$ cat config.mk
export PLATFORM = sky130hd
export DESIGN_NAME = operand_shifter
export DESIGN_NICKNAME = d
export VERILOG_FILES = /design/src/rtl/shifter_pkg.sv /design/src/rtl/shift_amount_decode.sv /design/src/rtl/rotate_right_core.sv /design/src/rtl/operand_shifter.sv
export SDC_FILE = /design/constraint.sdc
export NUM_CORES = 1
export LEC_CHECK = 0
export BUFFER_PORTS_ARGS = -buffer_cell sky130_fd_sc_hd__buf_2
export CAP_MARGIN = 0
export CORE_MARGIN = 8
export CORE_UTILIZATION = 30
export CTS_CLUSTER_SIZE = 14
export DETAILED_ROUTE_END_ITERATION = 10
export SLEW_MARGIN = 20
export SYNTH_ARGS = -nofsm -noshare
export SYNTH_HDL_FRONTEND = slang
export SYNTH_SLANG_ARGS = --single-unit
$ cat constraint.sdc
create_clock -name clk -period 5.5 [get_ports clk]
set_input_delay 0.825 -clock clk [delete_from_list [all_inputs] [get_ports clk]]
set_output_delay 0.825 -clock clk [all_outputs]
set_load 0.005 [all_outputs]
$ cat src/rtl/shifter_pkg.sv
package shifter_pkg;

    typedef enum logic [1:0] {
        SK_LSL = 2'd0,
        SK_LSR = 2'd1,
        SK_ASR = 2'd2,
        SK_ROR = 2'd3
    } shift_kind_e;

    // How the top stage forms its result and carry
    typedef enum logic [2:0] {
        SC_PASS     = 3'd0,  // operand, incoming carry
        SC_NORM     = 3'd1,  // ordinary shift by n
        SC_ZERO_LO  = 3'd2,  // zero, carry = bit 0
        SC_ZERO_HI  = 3'd3,  // zero, carry = top bit
        SC_ZERO     = 3'd4,  // zero, carry = 0
        SC_FILL     = 3'd5,  // sign fill, carry = top bit
        SC_RRX      = 3'd6,  // rotate through carry by one
        SC_ROT_FULL = 3'd7   // full-width rotate, carry = top bit
    } shift_class_e;

endpackage

$ cat src/rtl/shift_amount_decode.sv
module shift_amount_decode
    import shifter_pkg::*;
#(
    parameter int WIDTH = 32,
    parameter int AMT_W = 8,
    localparam int SH_W = $clog2(WIDTH)
) (
    input  shift_kind_e           kind_i,
    input  logic                  use_reg_i,
    input  logic [AMT_W-1:0]      amount_i,
    output shift_class_e          class_o,
    output logic [SH_W-1:0]       n_o
);

    logic [SH_W-1:0] low_bits;
    logic            amt_nonzero;
    logic            amt_exact;
    logic            amt_big;

    always_comb begin
        low_bits    = amount_i[SH_W-1:0];
        amt_nonzero = (amount_i != '0);
        amt_exact   = (amount_i == AMT_W'(WIDTH));
        amt_big     = (amount_i >= AMT_W'(WIDTH));
        n_o         = low_bits;
        class_o     = SC_PASS;

        if (!use_reg_i) begin
            unique case (kind_i)
                SK_LSL: class_o = (low_bits == '0) ? SC_PASS    : SC_NORM;
                SK_LSR: class_o = (low_bits == '0) ? SC_ZERO_HI : SC_NORM;
                SK_ASR: class_o = (low_bits == '0) ? SC_FILL    : SC_NORM;
                SK_ROR: class_o = (low_bits == '0) ? SC_RRX     : SC_NORM;
                default: class_o = SC_PASS;
            endcase
        end else if (!amt_nonzero) begin
            class_o = SC_PASS;
        end else begin
            unique case (kind_i)
                SK_LSL: class_o = amt_exact ? SC_ZERO_LO :
                                  (amt_big ? SC_ZERO : SC_NORM);
                SK_LSR: class_o = amt_exact ? SC_ZERO_HI :
                                  (amt_big ? SC_ZERO : SC_NORM);
                SK_ASR: class_o = amt_big ? SC_FILL : SC_NORM;
                SK_ROR: class_o = (low_bits == '0) ? SC_ROT_FULL : SC_NORM;
                default: class_o = SC_PASS;
            endcase
        end
    end

endmodule

$ cat src/rtl/rotate_right_core.sv
module rotate_right_core #(
    parameter int WIDTH = 32,
    localparam int SH_W = $clog2(WIDTH)
) (
    input  logic [WIDTH-1:0] data_i,
    input  logic [SH_W-1:0]  dist_i,
    output logic [WIDTH-1:0] data_o
);

    logic [WIDTH-1:0] stage [SH_W+1];

    assign stage[0] = data_i;

    for (genvar s = 0; s < SH_W; s++) begin : g_stage
        localparam int STEP = 1 << s;
        assign stage[s+1] = dist_i[s]
            ? {stage[s][STEP-1:0], stage[s][WIDTH-1:STEP]}
            : stage[s];
    end

    assign data_o = stage[SH_W];

    // a rotate by zero leaves the word untouched
    always_comb begin
        if (dist_i == '0) begin
            p_rot_zero_r2: assert (data_o == data_i || $isunknown(data_i));
        end
    end

endmodule

$ cat src/rtl/operand_shifter.sv
module operand_shifter
    import shifter_pkg::*;
#(
    parameter int WIDTH = 32,
    parameter int AMT_W = 8
) (
    input  logic             clk,
    input  logic             rst_n,
    input  logic [31:0]      operand_i,
    input  logic [1:0]       shift_kind_i,
    input  logic             use_reg_i,
    input  logic [7:0]       amount_i,
    input  logic             carry_i,
    output logic [31:0]      result_o,
    output logic             carry_o
);

    localparam int SH_W = $clog2(WIDTH);

    typedef struct packed {
        logic [WIDTH-1:0] result;
        logic             carry;
    } shift_state_t;

    shift_state_t    state_d, state_q;
    shift_kind_e     kind;
    shift_class_e    cls;
    logic [SH_W-1:0] n;
    logic [SH_W-1:0] rot_dist;
    logic [WIDTH-1:0] rotated;

    assign kind = shift_kind_e'(shift_kind_i);

    shift_amount_decode #(
        .WIDTH (WIDTH),
        .AMT_W (AMT_W)
    ) u_decode (
        .kind_i    (kind),
        .use_reg_i (use_reg_i),
        .amount_i  (amount_i),
        .class_o   (cls),
        .n_o       (n)
    );

    // a left shift by n is a right rotate by WIDTH-n, then masked
    assign rot_dist = (kind == SK_LSL) ? (~n + 1'b1) : n;

    rotate_right_core #(
        .WIDTH (WIDTH)
    ) u_rotate (
        .data_i (operand_i),
        .dist_i (rot_dist),
        .data_o (rotated)
    );

    always_comb begin
        state_d = state_q;
        unique case (cls)
            SC_PASS: begin
                state_d.result = operand_i;
                state_d.carry  = carry_i;
            end
            SC_NORM: begin
                for (int i = 0; i < WIDTH; i++) begin
                    unique case (kind)
                        SK_LSL: state_d.result[i] = (i >= int'(n)) ? rotated[i] : 1'b0;
                        SK_LSR: state_d.result[i] = (i < WIDTH - int'(n)) ? rotated[i] : 1'b0;
                        SK_ASR: state_d.result[i] = (i < WIDTH - int'(n)) ? rotated[i]
                                                                         : operand_i[WIDTH-1];
                        default: state_d.result[i] = rotated[i];
                    endcase
                end
                if (kind == SK_LSL) begin
                    state_d.carry = operand_i[rot_dist];
                end else begin
                    state_d.carry = operand_i[n - 1'b1];
                end
            end
            SC_ZERO_LO: begin
                state_d.result = '0;
                state_d.carry  = operand_i[0];
            end
            SC_ZERO_HI: begin
                state_d.result = '0;
                state_d.carry  = operand_i[WIDTH-1];
            end
            SC_ZERO: begin
                state_d.result = '0;
                state_d.carry  = 1'b0;
            end
            SC_FILL: begin
                state_d.result = {WIDTH{operand_i[WIDTH-1]}};
                state_d.carry  = operand_i[WIDTH-1];
            end
            SC_RRX: begin
                state_d.result = {carry_i, operand_i[WIDTH-1:1]};
                state_d.carry  = operand_i[0];
            end
            default: begin
                state_d.result = operand_i;
                state_d.carry  = operand_i[WIDTH-1];
            end
        endcase
    end

    always_ff @(posedge clk) begin
        if (!rst_n) begin
            state_q <= '0;
        end else begin
            state_q <= state_d;
        end
    end

    assign result_o = state_q.result;
    assign carry_o  = state_q.carry;

    // ---------------- assertions ----------------
    logic armed_q;
    always_ff @(posedge clk) begin
        if (!rst_n) armed_q <= 1'b0;
        else        armed_q <= 1'b1;
    end

    p_reset_clear_r1: assert property (@(posedge clk)
        $past(!rst_n) |-> (result_o == '0 && carry_o == 1'b0));

    p_imm_lsl_zero_r3: assert property (@(posedge clk) disable iff (!rst_n)
        (armed_q && $past(!use_reg_i && shift_kind_i == 2'd0 && amount_i[4:0] == 5'd0))
        |-> (result_o == $past(operand_i) && carry_o == $past(carry_i)));

    p_imm_lsr_zero_r4: assert property (@(posedge clk) disable iff (!rst_n)
        (armed_q && $past(!use_reg_i && shift_kind_i == 2'd1 && amount_i[4:0] == 5'd0))
        |-> (result_o == '0 && carry_o == $past(operand_i[31])));

    p_imm_rrx_r6: assert property (@(posedge clk) disable iff (!rst_n)
        (armed_q && $past(!use_reg_i && shift_kind_i == 2'd3 && amount_i[4:0] == 5'd0))
        |-> (result_o == {$past(carry_i), $past(operand_i[31:1])}
             && carry_o == $past(operand_i[0])));

    p_reg_zero_r7: assert property (@(posedge clk) disable iff (!rst_n)
        (armed_q && $past(use_reg_i && amount_i == 8'd0))
        |-> (result_o == $past(operand_i) && carry_o == $past(carry_i)));

    p_reg_asr_fill_r9: assert property (@(posedge clk) disable iff (!rst_n)
        (armed_q && $past(use_reg_i && shift_kind_i == 2'd2 && amount_i >= 8'd32))
        |-> (result_o == {32{$past(operand_i[31])}} && carry_o == $past(operand_i[31])));

    p_reg_logic_over_r8: assert property (@(posedge clk) disable iff (!rst_n)
        (armed_q && $past(use_reg_i && !shift_kind_i[1] && amount_i > 8'd32))
        |-> (result_o == '0 && carry_o == 1'b0));

endmodule

==> metrics.cfg <==
[finish]
antennaDiodeCount = 0
fin_nets = 795
final_cell_mix = 87 x a21oi_1, 78 x buf_2, 51 x mux4_2
final_area_sq_mm = 0.00638
syn_to_final_growth_pct = 12.4
drive_gt1_frac = 0.263
mostFrequentLayoutCell = a21oi_1

[placed_design]
pre_cts_slack_ps = 945
place.gp.congestion = 1.01
post_dp_cell_area_sq_mm = 0.00621
port-buffer-count = 78
hpwl_um = 21400

[sta]
finalSetupViolations = 0
fin_hold_ws_ps = 859
relSlewSlack = 0.338
setup_ws_ps = 1170
hold_viol = 0
period_share = 0.788
maxSlewViolCount = 0
fmaxAchievable_mhz = 231
fin_setup_tns_ps = 0
worstMarginPinSlew_ps = 987
rsz0062_at_grt = false
period_minus_slack_ps = 4330

[clocking]
ctsLongestPathBuffers = 2
cts_inserted_buffers = 5
cts_tree = yes
cts_resized = 0
cts_root_buffer = clkbuf_16
hold_buffers = 0
cts_setup_buffers = 0
htreeDepth = 2
cts.sink_count = 33
cts.clk_slew.worst_paths_ps = 60

[worst_setup_path]
crit_fanout = 21
cp_data_required_time_ps = 5710
arrival_ps = 4540
cp-start-kind = primary input
end_kind = flip-flop
crit_type = primary input to flip-flop

[power]
peakVddDrop_uv = 110
power.share.clock = 0.245
power.leakage_nw = 2.34
total_power_w = 0.00140
pwr-share-seq = 0.199
power_switching_w = 0.000636
internal_power_w = 0.000763
power_density_mw_per_mm2 = 219
comb_power_share = 0.555
netSwitchingFraction = 0.455

[routing]
ant_nets = 0
drt-pass1-iter-count = 5
post_drt_wl_per_cell_um = 29.1
drtIter0Drc = 1272
drc = 0
dr_total_vias = 7133
viasPerCell = 7.33
wirelength_um = 28300

[logic_synthesis]
synth_top_cell_by_area = mux4_2
synth.area.top_cells = mux4_2 20%, dfxtp_1 12%, a21oi_1 7.7%
synth_cells = 700
yosys.cell_types.count = 84
synth_ff_type = dfxtp_1
synth_area_sq_mm = 0.00567
syn_nets = 757
synth-edff-count = 0
ys_seq_area_frac = 0.116
async_reset_ff_frac = 0
syn_area_per_cell_sq_um = 8.11
ys_warn_count = 0
yosys.area.top_type_share = 0.202
ys_ff_latch = 33

[floorplan]
core_area_sq_mm = 0.0186
die-area_sq_mm = 0.0236
initial_core_util = 0.304
die_y_um = 154
rows = 50
io_pins = 79
die_w_um = 154

[global_route]
grtUsageTotal = 0.228
gr-total-overflow = 0
grt_max_degree = 38
first_global_vias = 6400
antenna_found_initial = 0
grt_pass1_wl_um = 41600

[run_status]
status = finished, final reports clean

[worst_hold_path]
hold_path_class = primary input to flip-flop

[flow_run]
max_cap_violations = 0

registers in the layout, indices dropped and copies added (netlist names):
name and count:
carry_o 1, result_o 32
cell families (layout without fill, tap and decap cells):
family / Yosys count / in the layout / share of synthesized area
AOI/OAI and AO/OA: 326 / 326 / 0.393
and+or+nand+nor: 193 / 193 / 0.183
buffers and inverters: 76 / 115 / 0.0633
muxes: 55 / 55 / 0.210
DFF: 33 / 33 / 0.116
adders and majority gates: 11 / 11 / 0.0243
xor gates and xnor gates: 6 / 6 / 0.0106
worst paths after layout:
path | from | to | cells after the start
setup / recovery | amount_i[0] | result_o[23] | 13
hold / removal | operand_i[4] | result_o[4] | 3
critical path, stage by stage:
cell and delay [ps]:
buf_2 120, inv_4 250, ha_1 420, and2_1 260, ha_1 250, or3b_2 480, a2bb2oi_1 170, o211ai_1 80
buf_4 320, and4_1 790, a31o_2 220, a21oi_1 40, a221oi_1 300
power by group through the flow:
stage	combinational (W)	clock, W	sequential, W
6_report	0.000777	0.000343	0.000279
5_1_grt	0.000805	0.000351	0.000280
4_1_cts	0.000742	0.000342	0.000278
3_5_place_dp	0.000739	0	0.000283
3_3_place_gp	0.000746	0	0.000283
2_1_floorplan	0.000483	0	0.000283
routing by layer:
layer,GRT usage,share of wire,vias up
met1,0.314,0.40,3412
met3,0.0496,0.13,108
met5,0,0,-
met4,0.115,0.057,0
met2,0.330,0.41,687
li1,-,-,2926
Yosys cell counts (all sizes together) (4+ instances only):
cell type  instances
a211oi            10
a21o               9
a21oi             87
a221o              6
a221oi            20
a22oi             45
a311oi             4
a31o               8
a31oi             23
and2               4
buf               28
clkbuf            39
dfxtp             33
ha                11
inv                9
mux4              51
nand2             48
nand2b             5
nand3             39
nor2              50
nor3              18
o211ai             8
o21a               4
o21ai             46
o22ai             11
o31ai             13
o32a               4
or3                6
xnor2              4
through the flow:
stage | util | instances
CTS | 0.342 | 973
global route | 0.342 | 973
detailed placement | 0.333 | 965
finish | 0.342 | 973
floorplan | - | 700
global placement | 0.333 | 965
cell type report:
type                            count  area [sq um]
Clock buffer                        5           125
Clock inverter                      3          46.3
Fill cell                        1973         12300
Inverter                            9          36.3
Multi-Input combinational cell    591          4680
Sequential cell                    33           661
Tap cell                          234           293
Timing Repair Buffer               98           541
No activity file was read; power rests on OpenSTA's default activity.
